<file path="config.mk">
export PLATFORM = sky130hd
export DESIGN_NAME = wide_param_sync
export DESIGN_NICKNAME = d
export VERILOG_FILES = /design/src/rtl/wps_pkg.sv /design/src/rtl/wps_decode.sv /design/src/rtl/wps_seq.sv /design/src/rtl/wps_live.sv /design/src/rtl/wide_param_sync.sv
export SDC_FILE = /design/constraint.sdc
export NUM_CORES = 1
export LEC_CHECK = 0
export BUFFER_PORTS_ARGS = -buffer_cell sky130_fd_sc_hd__buf_2
export CORE_MARGIN = 4
export CORE_UTILIZATION = 55
export CTS_CLUSTER_SIZE = 12
export DETAILED_ROUTE_END_ITERATION = 6
export HOLD_SLACK_MARGIN = 0.02
export PLACE_DENSITY = 0.84
export SYNTH_ARGS = -nofsm -noshare
export SYNTH_HDL_FRONTEND = slang
export SYNTH_SLANG_ARGS = --single-unit
</file>
<file path="constraint.sdc">
create_clock -name clk -period 4.4 [get_ports clk]
set_input_delay 0.44 -clock clk [delete_from_list [all_inputs] [get_ports clk]]
set_output_delay 0.44 -clock clk [all_outputs]
set_load 0.01 [all_outputs]
</file>
<file path="src/rtl/wps_pkg.sv">
package wps_pkg;
  localparam int ADDR_W    = 8;
  localparam int DATA_W    = 8;
  localparam int NUM_GRP   = 3;
  localparam int MAX_BYTES = 3;
  localparam int SLOT_W    = MAX_BYTES * DATA_W;
  localparam int GRP_W     = (NUM_GRP > 1) ? $clog2(NUM_GRP) : 1;
  localparam int IDX_W     = (MAX_BYTES > 1) ? $clog2(MAX_BYTES) : 1;

  typedef logic [DATA_W-1:0] byte_t;
  typedef logic [SLOT_W-1:0] slot_t;

  typedef struct packed {
    logic             hit;
    logic [GRP_W-1:0] grp;
    logic [IDX_W-1:0] idx;
    logic             first;
    logic             last;
  } dec_t;

  function automatic logic [ADDR_W-1:0] grp_base(input int g);
    case (g)
      0:       return 8'h34;
      1:       return 8'h40;
      default: return 8'h50;
    endcase
  endfunction

  function automatic int grp_bytes(input int g);
    case (g)
      0:       return 2;
      1:       return 3;
      default: return 2;
    endcase
  endfunction

  function automatic int grp_width(input int g);
    case (g)
      0:       return 12;
      1:       return 20;
      default: return 16;
    endcase
  endfunction

  function automatic slot_t grp_default(input int g);
    case (g)
      0:       return 24'h000ABC;
      1:       return 24'h012345;
      default: return 24'h00BEEF;
    endcase
  endfunction

  function automatic slot_t width_mask(input int g);
    slot_t one;
    one = slot_t'(1);
    return (one << grp_width(g)) - one;
  endfunction
endpackage

</file>
<file path="src/rtl/wps_decode.sv">
module wps_decode
  import wps_pkg::*;
(
  input  logic [ADDR_W-1:0] addr,
  output dec_t              dec
);
  always_comb begin
    dec = '0;
    for (int g = 0; g < NUM_GRP; g++) begin
      for (int k = 0; k < MAX_BYTES; k++) begin
        if ((k < grp_bytes(g)) && (addr == grp_base(g) + ADDR_W'(k))) begin
          dec.hit   = 1'b1;
          dec.grp   = GRP_W'(g);
          dec.idx   = IDX_W'(k);
          dec.first = (k == 0);
          dec.last  = (k == grp_bytes(g) - 1);
        end
      end
    end
  end
endmodule

</file>
<file path="src/rtl/wps_seq.sv">
module wps_seq
  import wps_pkg::*;
(
  input  logic             clk,
  input  logic             rst_n,
  input  logic             wr_en,
  input  logic             rd_en,
  input  byte_t            wdata,
  input  dec_t             dec,
  output logic             commit_stb,
  output logic [GRP_W-1:0] commit_grp,
  output slot_t            commit_val
);
  logic                  active_q, active_d;
  logic [GRP_W-1:0]      grp_q, grp_d;
  logic [IDX_W-1:0]      idx_q, idx_d;
  byte_t [MAX_BYTES-1:0] stage_q, stage_d;
  logic                  wr_only, any_acc, follow, state_en;
  slot_t                 acc;

  // next state of the tracker
  always_comb begin
    wr_only    = wr_en & ~rd_en;
    any_acc    = wr_en | rd_en;
    state_en   = any_acc;
    follow     = active_q & wr_only & dec.hit & (dec.grp == grp_q) & (dec.idx == idx_q);
    active_d   = active_q;
    grp_d      = grp_q;
    idx_d      = idx_q;
    stage_d    = stage_q;
    commit_stb = 1'b0;
    if (follow) begin
      stage_d[idx_q] = wdata;
      if (dec.last) begin
        commit_stb = 1'b1;
        active_d   = 1'b0;
        idx_d      = '0;
        stage_d    = '0;
      end else begin
        idx_d = idx_q + IDX_W'(1);
      end
    end else if (any_acc) begin
      active_d = 1'b0;
      idx_d    = '0;
      stage_d  = '0;
      if (wr_only & dec.hit & dec.first) begin
        active_d   = 1'b1;
        grp_d      = dec.grp;
        idx_d      = IDX_W'(1);
        stage_d[0] = wdata;
      end
    end
  end

  // value assembled from staged bytes plus the byte written now
  always_comb begin
    acc = '0;
    for (int k = 0; k < MAX_BYTES; k++) begin
      if (k < grp_bytes(int'(grp_q))) begin
        acc = (acc << DATA_W) | slot_t'((IDX_W'(k) == idx_q) ? wdata : stage_q[k]);
      end
    end
    commit_val = acc & width_mask(int'(grp_q));
    commit_grp = grp_q;
  end

  always_ff @(posedge clk or negedge rst_n) begin
    if (!rst_n) begin
      active_q <= 1'b0;
      grp_q    <= '0;
      idx_q    <= '0;
      stage_q  <= '0;
    end else if (state_en) begin
      active_q <= active_d;
      grp_q    <= grp_d;
      idx_q    <= idx_d;
      stage_q  <= stage_d;
    end
  end
endmodule

</file>
<file path="src/rtl/wps_live.sv">
module wps_live
  import wps_pkg::*;
(
  input  logic                       clk,
  input  logic                       rst_n,
  input  logic                       commit_stb,
  input  logic [GRP_W-1:0]           commit_grp,
  input  slot_t                      commit_val,
  input  dec_t                       dec,
  output byte_t                      rdata,
  output logic [NUM_GRP*SLOT_W-1:0]  params,
  output logic [NUM_GRP-1:0]         commit_pulse
);
  slot_t live_arr [NUM_GRP];

  for (genvar g = 0; g < NUM_GRP; g++) begin : g_bank
    logic  load;
    slot_t live_q;
    logic  pulse_q;

    always_comb begin
      load = commit_stb && (commit_grp == GRP_W'(g));
    end

    always_ff @(posedge clk or negedge rst_n) begin
      if (!rst_n) begin
        live_q  <= grp_default(g);
        pulse_q <= 1'b0;
      end else begin
        pulse_q <= load;
        if (load) begin
          live_q <= commit_val;
        end
      end
    end

    assign live_arr[g]                   = live_q;
    assign params[g*SLOT_W +: SLOT_W]    = live_q;
    assign commit_pulse[g]               = pulse_q;
  end

  always_comb begin
    rdata = '0;
    for (int g = 0; g < NUM_GRP; g++) begin
      if (dec.hit && (dec.grp == GRP_W'(g))) begin
        rdata = byte_t'(live_arr[g] >> (DATA_W * (grp_bytes(g) - 1 - int'(dec.idx))));
      end
    end
  end
endmodule

</file>
<file path="src/rtl/wide_param_sync.sv">
module wide_param_sync
  import wps_pkg::*;
(
  input  logic                      clk,
  input  logic                      rst_n,
  input  logic                      wr_en,
  input  logic                      rd_en,
  input  logic [ADDR_W-1:0]         addr,
  input  logic [DATA_W-1:0]         wdata,
  output logic [DATA_W-1:0]         rdata,
  output logic [NUM_GRP*SLOT_W-1:0] params,
  output logic [NUM_GRP-1:0]        commit_pulse
);
  dec_t             dec;
  logic             commit_stb;
  logic [GRP_W-1:0] commit_grp;
  slot_t            commit_val;

  wps_decode u_decode (
    .addr (addr),
    .dec  (dec)
  );

  wps_seq u_seq (
    .clk        (clk),
    .rst_n      (rst_n),
    .wr_en      (wr_en),
    .rd_en      (rd_en),
    .wdata      (wdata),
    .dec        (dec),
    .commit_stb (commit_stb),
    .commit_grp (commit_grp),
    .commit_val (commit_val)
  );

  wps_live u_live (
    .clk          (clk),
    .rst_n        (rst_n),
    .commit_stb   (commit_stb),
    .commit_grp   (commit_grp),
    .commit_val   (commit_val),
    .dec          (dec),
    .rdata        (rdata),
    .params       (params),
    .commit_pulse (commit_pulse)
  );
endmodule

</file>
==> results.md, run 1 <==
* Outcome: completed
* Period utilization at 79.7%
* Fin Setup TNS at 0 ns
* Postcts setup bufs at 0
* Pin count of the biggest net entering global routing at 68
* RR Endpoint: u_live.g_bank[2].live_q[14]
* First-pass GRT wire length at 22200 um
* Final instance count without filler cells at 679
* Avg Inst Size Synth at 11.7 um2
* Nets at 570
* DRT antenna net count at 0
* Crit-path max cell delay at 0.56 ns
* YS warnings at 0
* Core Box Area at 9280 um2
* CTS sink cnt at 104
* Asr flop ratio synth at 100%
* Initial antenna violation count at 0
* Drt wl/cell at 20.5 um
* Startpoint class of the critical path: input port
* Clock transition at path regs at 0.10 ns
* Critical R2R Launch: u_seq.commit_grp[1]
* DP Worst Slack at 0.958 ns
* Port-buffer cells at 102
* Critical path class: in -> out
* Cells along the critical path: buf_2 -> or4b_4 -> o22ai_1 -> nand2_1 -> buf_4 -> clkinv_1 -> ha_1 -> inv_1 -> and3_1 -> a31oi_1 -> o221ai_1 -> buf_2
* Clock root buffer: clkbuf_8
* Gr ovfl total at 0
* Vias in the first global route at 4109
* DRC viols at 0
* Relative slew margins at 43.9%
* Leakage at 2.98 nW
* Worst Slack Setup Final at 0.895 ns
* Die Y-Extent at 106 um
* Max cap viols at 0
* Reg2Reg Setup Slack at 1.96 ns
* Worst r2r path cells at 6
* CTS tree: built
* Sequential element share of the synthesized area at 50.1%
* Routed wire length at 13900 um
* Cell Count Post-Placement at 663
* Drt initial violations at 215
* Power Total at 1.67 mW
* # rows at 35
* Achievable Freq at 285 MHz
* Synth Cell Area at 5260 um2
* IO Pins at 103
* Peak VDD IR at 0.179 mV
* Slowest stage cell, crit path: or4b_4
* Fin. Hold Viols at 0
* Share of cells above drive strength 1 at 40.5%
* DIE WIDTH at 106 um
* Final setup viols at 0
* Yosys reg bits at 104
* Worst Path Max Fanout at 18
* CTS Buf Count at 9
* Worst clock skew at 0.0117 ns
* CP required at 3.96 ns
* Arr. time, crit path at 3.07 ns
* Post-DP HPWL at 10200 um
* CP most frequent cell: buf_2
* Slew of the pin with the lowest slew margin at 0.841 ns
* Area grow syn2layout at 15.5%
* Antenna cells at 0
* RSZ-0062 raised after global routing: false
* Gates resized, CTS repair at 0
* Full die area at 11200 um2
* Worst setup EP type: primary output
* Synth Flop Type: dfrtp_1
* Yosys cell types at 58
* Post-synth EDFFs at 0
* Cell Pwr Density at 274 nW/um2
* Synthesized instance count at 449
* Worst hold path type: in -> async
* Multi-input logic area at 2460 um2
* Fin. max-slew vios at 0
* Final GP Congestion at 0.898
* CTS Hold Bufs at 0
* Clock period minus final worst setup slack at 3.51 ns
* Vias per cell at 6.00
* Layout fillers at 752
* H-tree depth at 3
* Via count at 4074
* Worst path bufs/invs at 5
* Initial Utilization at 56.7%
* Clk_lat worst skew at 0.38 ns
* Crit-path leading delay family: buffers and inverters
* FF+latch area at 2640 um2
* Detailed Routing Iterations Pass 1 at 5
* Total GRT Usage at 25.4%
* Max Buffers Root-to-Sink at 2
area by class of cell:
class | instances | share of cell area [%]
Sequential cell | 104 | 43.3
Multi-Input combinational cell | 309 | 40.5
Clock buffer | 10 | 2.26
Inverter | 12 | 0.741
Tap cell | 129 | 2.65
Clock inverter | 6 | 1.19
Timing Repair Buffer | 109 | 9.30
how the worst max path moves through the flow:
| stage | to | slack, ns | cells past startpoint | startpoint |
|---|---|---|---|---|
| 2_1_floorplan | rdata[0] | 0.91 | 13 | addr[5] |
| 3_3_place_gp | rdata[1] | 1.01 | 12 | addr[3] |
| 3_5_place_dp | rdata[1] | 0.96 | 12 | addr[3] |
| 4_1_cts | rdata[1] | 0.94 | 12 | addr[3] |
| 5_1_grt | rdata[1] | 0.71 | 12 | addr[3] |
| 6_report | rdata[1] | 0.89 | 12 | addr[3] |
report_power, final:
| group | total (mW) | internal, mW | leakage [nW] | switching, mW |
|---|---|---|---|---|
| registers | 0.957 | 0.957 | 1.34 | 0.000351 |
| clock network | 0.636 | 0.287 | 0.109 | 0.349 |
| logic | 0.0759 | 0.0213 | 1.52 | 0.0546 |
| total | 1.67 | 1.26 | 2.98 | 0.404 |
per-layer routing:
| metal | share of wire (%) | vias up | wire, um | track usage (%) |
|---|---|---|---|---|
| li1 | - | 1833 | - | - |
| met1 | 43 | 2029 | 5920 | 35.6 |
| met2 | 48 | 186 | 6650 | 40.6 |
| met3 | 7.6 | 26 | 1060 | 4.35 |
| met4 | 2.0 | 0 | 283 | 7.86 |
| met5 | 0 | - | 0 | 0 |
synth_stat cells (all sizes together) (10+ instances only):
library cell  number  area share, %
nand2             24            1.7
inv               11           0.78
mux2              59             13
dfrtp             77             37
o21ai             10           0.95
mux2i             29            5.5
buf               14            1.5
nand3             12            1.1
nor2              27            1.9
a22o              24            4.0
nor2b             30            3.6
clkbuf            11           0.78
dfstp             27             13
logic make-up (layout without fill, tap and decap cells):
logic type,count (synthesis),count (layout),synth area share [%]
and+or+nand+nor,128,128,14.2
DFF,104,104,50.1
muxes,88,88,18.1
AOI/OAI and AO/OA,86,86,13.2
buffers and inverters,37,137,3.19
adders and majority gates,5,5,1.19
other,1,2,0.0712
through the flow:
stage | area (um2) | hold slack (ns) | util [%]
3_5_place_dp | 5870 | 0.481 | 63.2
3_3_place_gp | 5870 | 0.478 | 63.2
4_1_cts | 6080 | 0.181 | 65.5
6_report | 6080 | 0.127 | 65.5
2_1_floorplan | 5270 | 0.144 | -
5_1_grt | 6080 | 0.216 | 65.5
placed cells by master, fill, tap and decap left out, types with 2 or more instances in the layout:
master	count
o32ai_2	3
mux2_2	48
nor3_2	3
a32o_1	3
a22o_1	24
or3_1	3
nand2b_1	6
a31o_2	5
conb_1	2
a31oi_1	2
dfrtp_1	77
buf_4	8
clkbuf_8	10
o221ai_1	9
nor2_1	27
a21oi_1	8
o22ai_1	8
inv_6	2
nor4_1	2
nand2_1	24
mux2_1	11
and3_1	4
o21ai_0	9
mux2i_1	29
ha_1	5
o21a_1	3
nor3b_2	2
inv_1	11
nor3b_1	2
dfstp_2	27
nor2b_1	30
nand3b_1	3
nand3_1	12
buf_2	101
sequential cells by signal, indices dropped and copies added (netlist names):
name,cells
u_seq.active_q,1
u_seq.stage_q,24
u_seq.commit_grp,2
u_seq.idx_q,2
u_live.g_bank.pulse_q,3
u_live.g_bank.live_q,72
Note: power is estimated with default switching activity, not from simulation.
==> inputs of run 2 (changes only) <==
--- a/config.mk
+++ b/config.mk
@@ -5,9 +5,10 @@
 export SDC_FILE = /design/constraint.sdc
 export NUM_CORES = 1
 export LEC_CHECK = 0
+export ABC_AREA = 1
 export BUFFER_PORTS_ARGS = -buffer_cell sky130_fd_sc_hd__buf_2
 export CORE_MARGIN = 4
-export CORE_UTILIZATION = 55
+export CORE_UTILIZATION = 56
 export CTS_CLUSTER_SIZE = 12
 export DETAILED_ROUTE_END_ITERATION = 6
 export HOLD_SLACK_MARGIN = 0.02
==> constraint.sdc (replaced) <==
create_clock -name clk -period 3.3 [get_ports clk]
set_input_delay 0.33 -clock clk [delete_from_list [all_inputs] [get_ports clk]]
set_output_delay 0.33 -clock clk [all_outputs]
set_load 0.01 [all_outputs]
==> run 2 against run 1 <==
- wire length rose by 9.6%
- worst hold slack worse by 0.10 ns
- sequential power increased by 34%
- first-iteration DRC count is 110% higher
- setup slack got worse by 0.50 ns
- combinational power grew 34%
- via count grew 30%
- non-clock buffer count down 2
- largest cell class unchanged
- largest power group unchanged
==> results.md, run 2 <==
* Multi-input logic area at 2410 um2
* Yosys cell types at 38
* Worst path bufs/invs at 4
* Routed wire length at 15300 um
* FF+latch area at 2640 um2
* # rows at 36
* Startpoint class of the critical path: input port
* IO Pins at 103
* Fin Setup TNS at 0 ns
* Total GRT Usage at 26.9%
* Most common cell after layout, fill and taps aside: nand2_1
* Post-DP HPWL at 11200 um
* Synthesized instance count at 718
* CTS Hold Bufs at 0
* Cell Pwr Density at 350 nW/um2
* Final setup viols at 0
* Max Buffers Root-to-Sink at 2
* DIE WIDTH at 108 um
* CP required at 2.97 ns
* Synth Flop Type: dfrtp_1
* Critical path class: in -> out
* Final GP Congestion at 0.943
* Top cell type's share of synthesized area at 34.5%
* Worst Path Max Fanout at 10
* Antenna cells at 0
* Slew of the pin with the lowest slew margin at 0.941 ns
* Asr flop ratio synth at 100%
* Cell Count Post-Placement at 926
* Postcts setup bufs at 0
* Gr ovfl total at 0
* Pin count of the biggest net entering global routing at 61
* Clock transition at path regs at 0.10 ns
* Via count at 5296
* CTS tree: built
* Max reg flops at 72
* Initial antenna violation count at 0
* Finished Cell Area at 6310 um2
* RSZ-0062 raised after global routing: false
* Fin. Hold Viols at 0
* Fin. max-slew vios at 0
* Crit-path leading delay family: buffers and inverters
* Top reg by flops: u_live.g_bank.live_q
* Avg Inst Size Synth at 7.77 um2
* Gates resized, CTS repair at 0
* Top flop regs: u_live.g_bank.live_q: 72 flops, u_seq.stage_q: 24 flops, u_live.g_bank.pulse_q: 3 flops
* Port-buffer cells at 102
* Leading cell types in the layout, fill and taps excluded: 232 x nand2_1, 101 x buf_2, 77 x dfrtp_1, 73 x inv_1, 59 x nand3_1
* Initial Utilization at 57.3%
* Sequential element share of the synthesized area at 47.3%
* DRT antenna net count at 0
* Clock period minus final worst setup slack at 2.91 ns
* Leakage at 3.46 nW
* Clk_lat worst skew at 0.38 ns
* CTS sink cnt at 104
* Area contributors post-synth: dfrtp_1 35%, nand2_1 16%, dfstp_2 13%, nand3_1 5.3%, inv_1 4.9%
* Drt initial violations at 441
* Outcome: completed
* Core Box Area at 9730 um2
* Final instance count without filler cells at 942
* Synth top cells by count: 232 x nand2_1, 77 x dfrtp_1, 73 x inv_1, 59 x nand3_1, 42 x nor2_1
* Area grow syn2layout at 13.1%
* Worst hold path type: in -> async
* Relative slew margins at 37.1%
* Nets at 829
* Clock root buffer: clkbuf_8
* CTS Buf Count at 9
* Max cap viols at 0
* Cell taking the most area after synthesis: dfrtp_1
* Arr. time, crit path at 2.58 ns
* Layout fillers at 847
* YS warnings at 0
* Yosys reg bits at 104
* Synth Cell Area at 5580 um2
* Vias per cell at 5.62
* Full die area at 11600 um2
* Drt wl/cell at 16.2 um
* H-tree depth at 3
* Die Y-Extent at 108 um
* Slowest stage cell, crit path: ha_1
* Worst setup EP type: primary output
* Period utilization at 88.2%
* Detailed Routing Iterations Pass 1 at 5
* DRC viols at 0
* Worst clock skew at 0.0115 ns
* Peak VDD IR at 0.211 mV
* First-pass GRT wire length at 24700 um
* Cells along the critical path: buf_2 -> inv_2 -> nand2_1 -> nor2_2 -> nand2_4 -> nand3_2 -> ha_1 -> clkinv_1 -> o211ai_1 -> nand3_1 -> nand3_1 -> o21ai_0 -> buf_2
* Area after DPL at 6100 um2
* Achievable Freq at 344 MHz
* Most common cell in the netlist: nand2_1
* Vias in the first global route at 4952
* Crit-path max cell delay at 0.55 ns
* Post-synth EDFFs at 0
* Share of cells above drive strength 1 at 24.8%
run 2: cell count changes in the layout (fill, tap and decap cells not counted), moves of 21 or more:
cell	delta
mux2_2	-47
o21ai_2	+21
nand2_1	+208
o21ai_0	+25
inv_1	+62
a22o_1	-24
nor2b_1	-30
nand3_1	+47
mux2i_1	-29
run 2: cell families after synthesis:
| group | after synthesis | synth area share [%] |
|---|---|---|
| and+or+nand+nor | 374 | 29.3 |
| buffers and inverters | 120 | 9.60 |
| AOI/OAI and AO/OA | 113 | 12.4 |
| DFF | 104 | 47.3 |
| adders and majority gates | 5 | 1.12 |
| muxes | 1 | 0.202 |
| other | 1 | 0.0672 |
run 2: cell type report:
| cell class | instances | area share [%] |
|---|---|---|
| repair buffers | 107 | 8.93 |
| multi-input cells | 495 | 38.2 |
| well taps | 133 | 2.64 |
| flip-flops and latches | 104 | 41.8 |
| clock inverters | 6 | 1.21 |
| clock buffers | 10 | 2.02 |
| inverters | 87 | 5.22 |
run 2: worst paths after layout:
kind / start / end / slack [ns] / cells past startpoint
hold / removal: rst_n / u_live.g_bank[0].live_q[16] / 0.02 / 1
min in group clk: wdata[7] / u_seq.stage_q[23] / 0.26 / 3
hold reg to reg: u_live.g_bank[0].live_q[19] / u_live.g_bank[0].live_q[19] / 0.47 / 2
setup reg to reg: u_seq.commit_grp[1] / u_live.g_bank[0].live_q[3] / 0.72 / 8
setup / recovery: addr[2] / rdata[2] / 0.39 / 13
max in group asynchronous: rst_n / u_live.g_bank[2].live_q[15] / 2.50 / 2
run 2: power breakdown:
group	switching [mW]	leakage, nW	total, mW	internal, mW
combinational	0.0782	2.00	0.102	0.0237
sequential	0.0000141	1.35	1.28	1.28
clock	0.466	0.103	0.829	0.363
total	0.544	3.46	2.21	1.66
run 2: metal layers:
metal	wire length (um)	global-route usage [%]	part of all wire, %	up-vias
li1	-	-	-	2488
met1	6240	36.6	41	2481
met2	7160	41.7	47	281
met3	1330	6.12	8.7	46
met4	523	10.9	3.4	0
met5	0	0	0	-
run 2: stage by stage:
step | utilization (%) | hold WS [ns] | worst slack, ns | power, mW
2_1_floorplan | - | 0.0344 | 0.626 | 1.34
3_3_place_gp | 62.7 | 0.443 | 0.463 | 1.40
3_5_place_dp | 62.7 | 0.447 | 0.402 | 1.40
4_1_cts | 64.8 | 0.0369 | 0.419 | 2.22
5_1_grt | 64.8 | 0.0672 | 0.153 | 2.28
6_report | 64.8 | 0.0224 | 0.391 | 2.21
==> inputs of run 3 (changes only) <==
--- a/config.mk
+++ b/config.mk
@@ -8,11 +8,11 @@
 export ABC_AREA = 1
 export BUFFER_PORTS_ARGS = -buffer_cell sky130_fd_sc_hd__buf_2
 export CORE_MARGIN = 4
-export CORE_UTILIZATION = 56
+export CORE_UTILIZATION = 55
 export CTS_CLUSTER_SIZE = 12
 export DETAILED_ROUTE_END_ITERATION = 6
 export HOLD_SLACK_MARGIN = 0.02
-export PLACE_DENSITY = 0.84
+export PLACE_DENSITY = 0.83
 export SYNTH_ARGS = -nofsm -noshare
 export SYNTH_HDL_FRONTEND = slang
 export SYNTH_SLANG_ARGS = --single-unit
==> run 3 against run 2 <==
- worst hold slack better by 0.23 ns
- design area up 0.42%
- setup slack worse by 0.14 ns
- largest cell class unchanged
==> results.md, run 3 (same netlist as run 2, synthesis figures left out) <==
* Outcome: completed
* Max Buffers Root-to-Sink at 2
* CTS tree: built
* DRC viols at 0
* Post-DP HPWL at 11400 um
* First-pass GRT wire length at 24800 um
* DIE WIDTH at 109 um
* Share of cells above drive strength 1 at 25.1%
* Worst hold path type: in -> reg
* Relative slew margins at 38.4%
* Total GRT Usage at 26.9%
* Core Box Area at 9820 um2
* Initial antenna violation count at 0
* RSZ-0062 raised after global routing: false
* Hold endpoint: u_seq.stage_q[22]
* Port-buffer cells at 102
* Startpoint class of the critical path: input port
* Cell Pwr Density at 344 nW/um2
* Crit-path max cell delay at 0.58 ns
* Cells along the critical path: buf_2 -> nand2_1 -> nor2_1 -> nand2_1 -> nand3_2 -> ha_1 -> clkinv_1 -> nor2_1 -> o21ai_0 -> nand3_1 -> o221ai_1 -> buf_2
* Worst Path Max Fanout at 16
* CP required at 2.97 ns
* Drt wl/cell at 16.3 um
* Peak VDD IR at 0.242 mV
* Routed wire length at 15400 um
* Via count at 5268
* Worst setup EP type: primary output
* Slowest stage cell, crit path: ha_1
* Max reg flops at 72
* Final setup viols at 0
* Full die area at 11800 um2
* Critical Path Source: addr[4]
* Detailed Routing Iterations Pass 1 at 6
* Clock transition at path regs at 0.12 ns
* H-tree depth at 3
* Fin. max-slew vios at 0
* Worst path bufs/invs at 3
* Initial Utilization at 56.8%
* Crit-path leading delay family: simple AND/OR/NAND/NOR gates
* Worst clock skew at 0.0174 ns
* DRT antenna net count at 0
* Antenna cells at 0
* Reg2Reg Setup Slack at 0.96 ns
* Leading cell types in the layout, fill and taps excluded: 232 x nand2_1, 101 x buf_2, 77 x dfrtp_1, 73 x inv_1, 59 x nand3_1
* Die Y-Extent at 109 um
* Gr ovfl total at 0
* Top reg by flops: u_live.g_bank.live_q
* Max cap viols at 0
* Fin Setup TNS at 0 ns
* Nets at 832
* Pin count of the biggest net entering global routing at 74
* Area grow syn2layout at 13.6%
* Hold depth at 3
* # rows at 36
* Final GP Congestion at 1.01
* Leakage at 3.48 nW
* Vias per cell at 5.57
* IO Pins at 103
* Most common cell after layout, fill and taps aside: nand2_1
* Drt initial violations at 561
* Hold Crit Start: wdata[6]
* RR Endpoint: u_live.g_bank[1].live_q[19]
* Post-layout util at 64.5%
* Clock root buffer: clkbuf_8
* Slew of the pin with the lowest slew margin at 0.921 ns
* Clk_lat worst skew at 0.38 ns
* Critical path class: in -> out
* Fin. Hold Viols at 0
* Top flop regs: u_live.g_bank.live_q: 72 flops, u_seq.stage_q: 24 flops, u_live.g_bank.pulse_q: 3 flops
* Achievable Freq at 327 MHz
* Vias in the first global route at 5028
* CTS Buf Count at 9
* CTS sink cnt at 104
* Worst r2r path cells at 10
* Period utilization at 92.5%
* Arr. time, crit path at 2.72 ns
* Critical R2R Launch: u_seq.commit_grp[1]
* Clock period minus final worst setup slack at 3.05 ns
[run 3: cell types whose count changed in the layout (fill, tap and decap cells not counted)]
cell / before / now
buf_4: 5 / 7
bufinv_16: 1 / 0
clkbuf_1: 1 / 0
clkinv_4: 3 / 2
clkinv_8: 0 / 2
dlygate4sd3_1: 0 / 1
inv_8: 1 / 2
[run 3: layer usage]
layer | track usage [%] | up-vias | share of wire [%]
li1 | - | 2491 | -
met1 | 37.3 | 2465 | 43
met2 | 41.4 | 268 | 45
met3 | 5.62 | 44 | 8.7
met4 | 10.6 | 0 | 2.8
met5 | 0 | - | 0
[run 3: report_power, final]
part / leakage, nW / total, mW / switching [mW] / internal, mW
combinational: 2.02 / 0.103 / 0.0781 / 0.0246
sequential: 1.35 / 1.28 / 0.0000133 / 1.28
clock: 0.103 / 0.798 / 0.495 / 0.303
[run 3: metrics by stage]
step	hold WS, ns	area, um2	cells	total power, mW	worst slack [ns]
3_5_place_dp	0.289	6120	928	1.40	0.341
6_report	0.252	6330	945	2.18	0.246
4_1_cts	0.237	6330	945	2.19	0.339
5_1_grt	0.251	6330	945	2.26	0.0854
3_3_place_gp	0.286	6120	928	1.40	0.473
2_1_floorplan	0.0344	5580	719	1.34	0.626
[run 3: final cells by class]
type | instances | area (um2)
clock buffers | 9 | 124
flip-flops and latches | 104 | 2640
clock inverters | 7 | 81.3
fillers | 869 | 3480
multi-input cells | 495 | 2410
well taps | 133 | 166
inverters | 87 | 329
repair buffers | 110 | 588
[run 3: repair_timing]
item	4_1_cts	5_1_grt
setup endpoints to repair	0	0
hold endpoints to repair	18	0
setup buffers	0	0
hold buffers	1	0
resized for setup	0	0
[run 3: worst max-delay path by stage]
stage               end  cells after the start
6_report       rdata[4]                     12
5_1_grt        rdata[6]                     14
4_1_cts        rdata[4]                     12
3_5_place_dp   rdata[4]                     12
3_3_place_gp   rdata[2]                     13
2_1_floorplan  rdata[2]                     13
[run 3: worst register-to-register path: cells and delay by family, from the launching register on]
kind	cells	cell delay (ns)
AND/OR/NAND/NOR	6	1.27
AO/OA/AOI/OAI	1	0.07
flip-flops	1	0.45
buffers and inverters	3	0.45
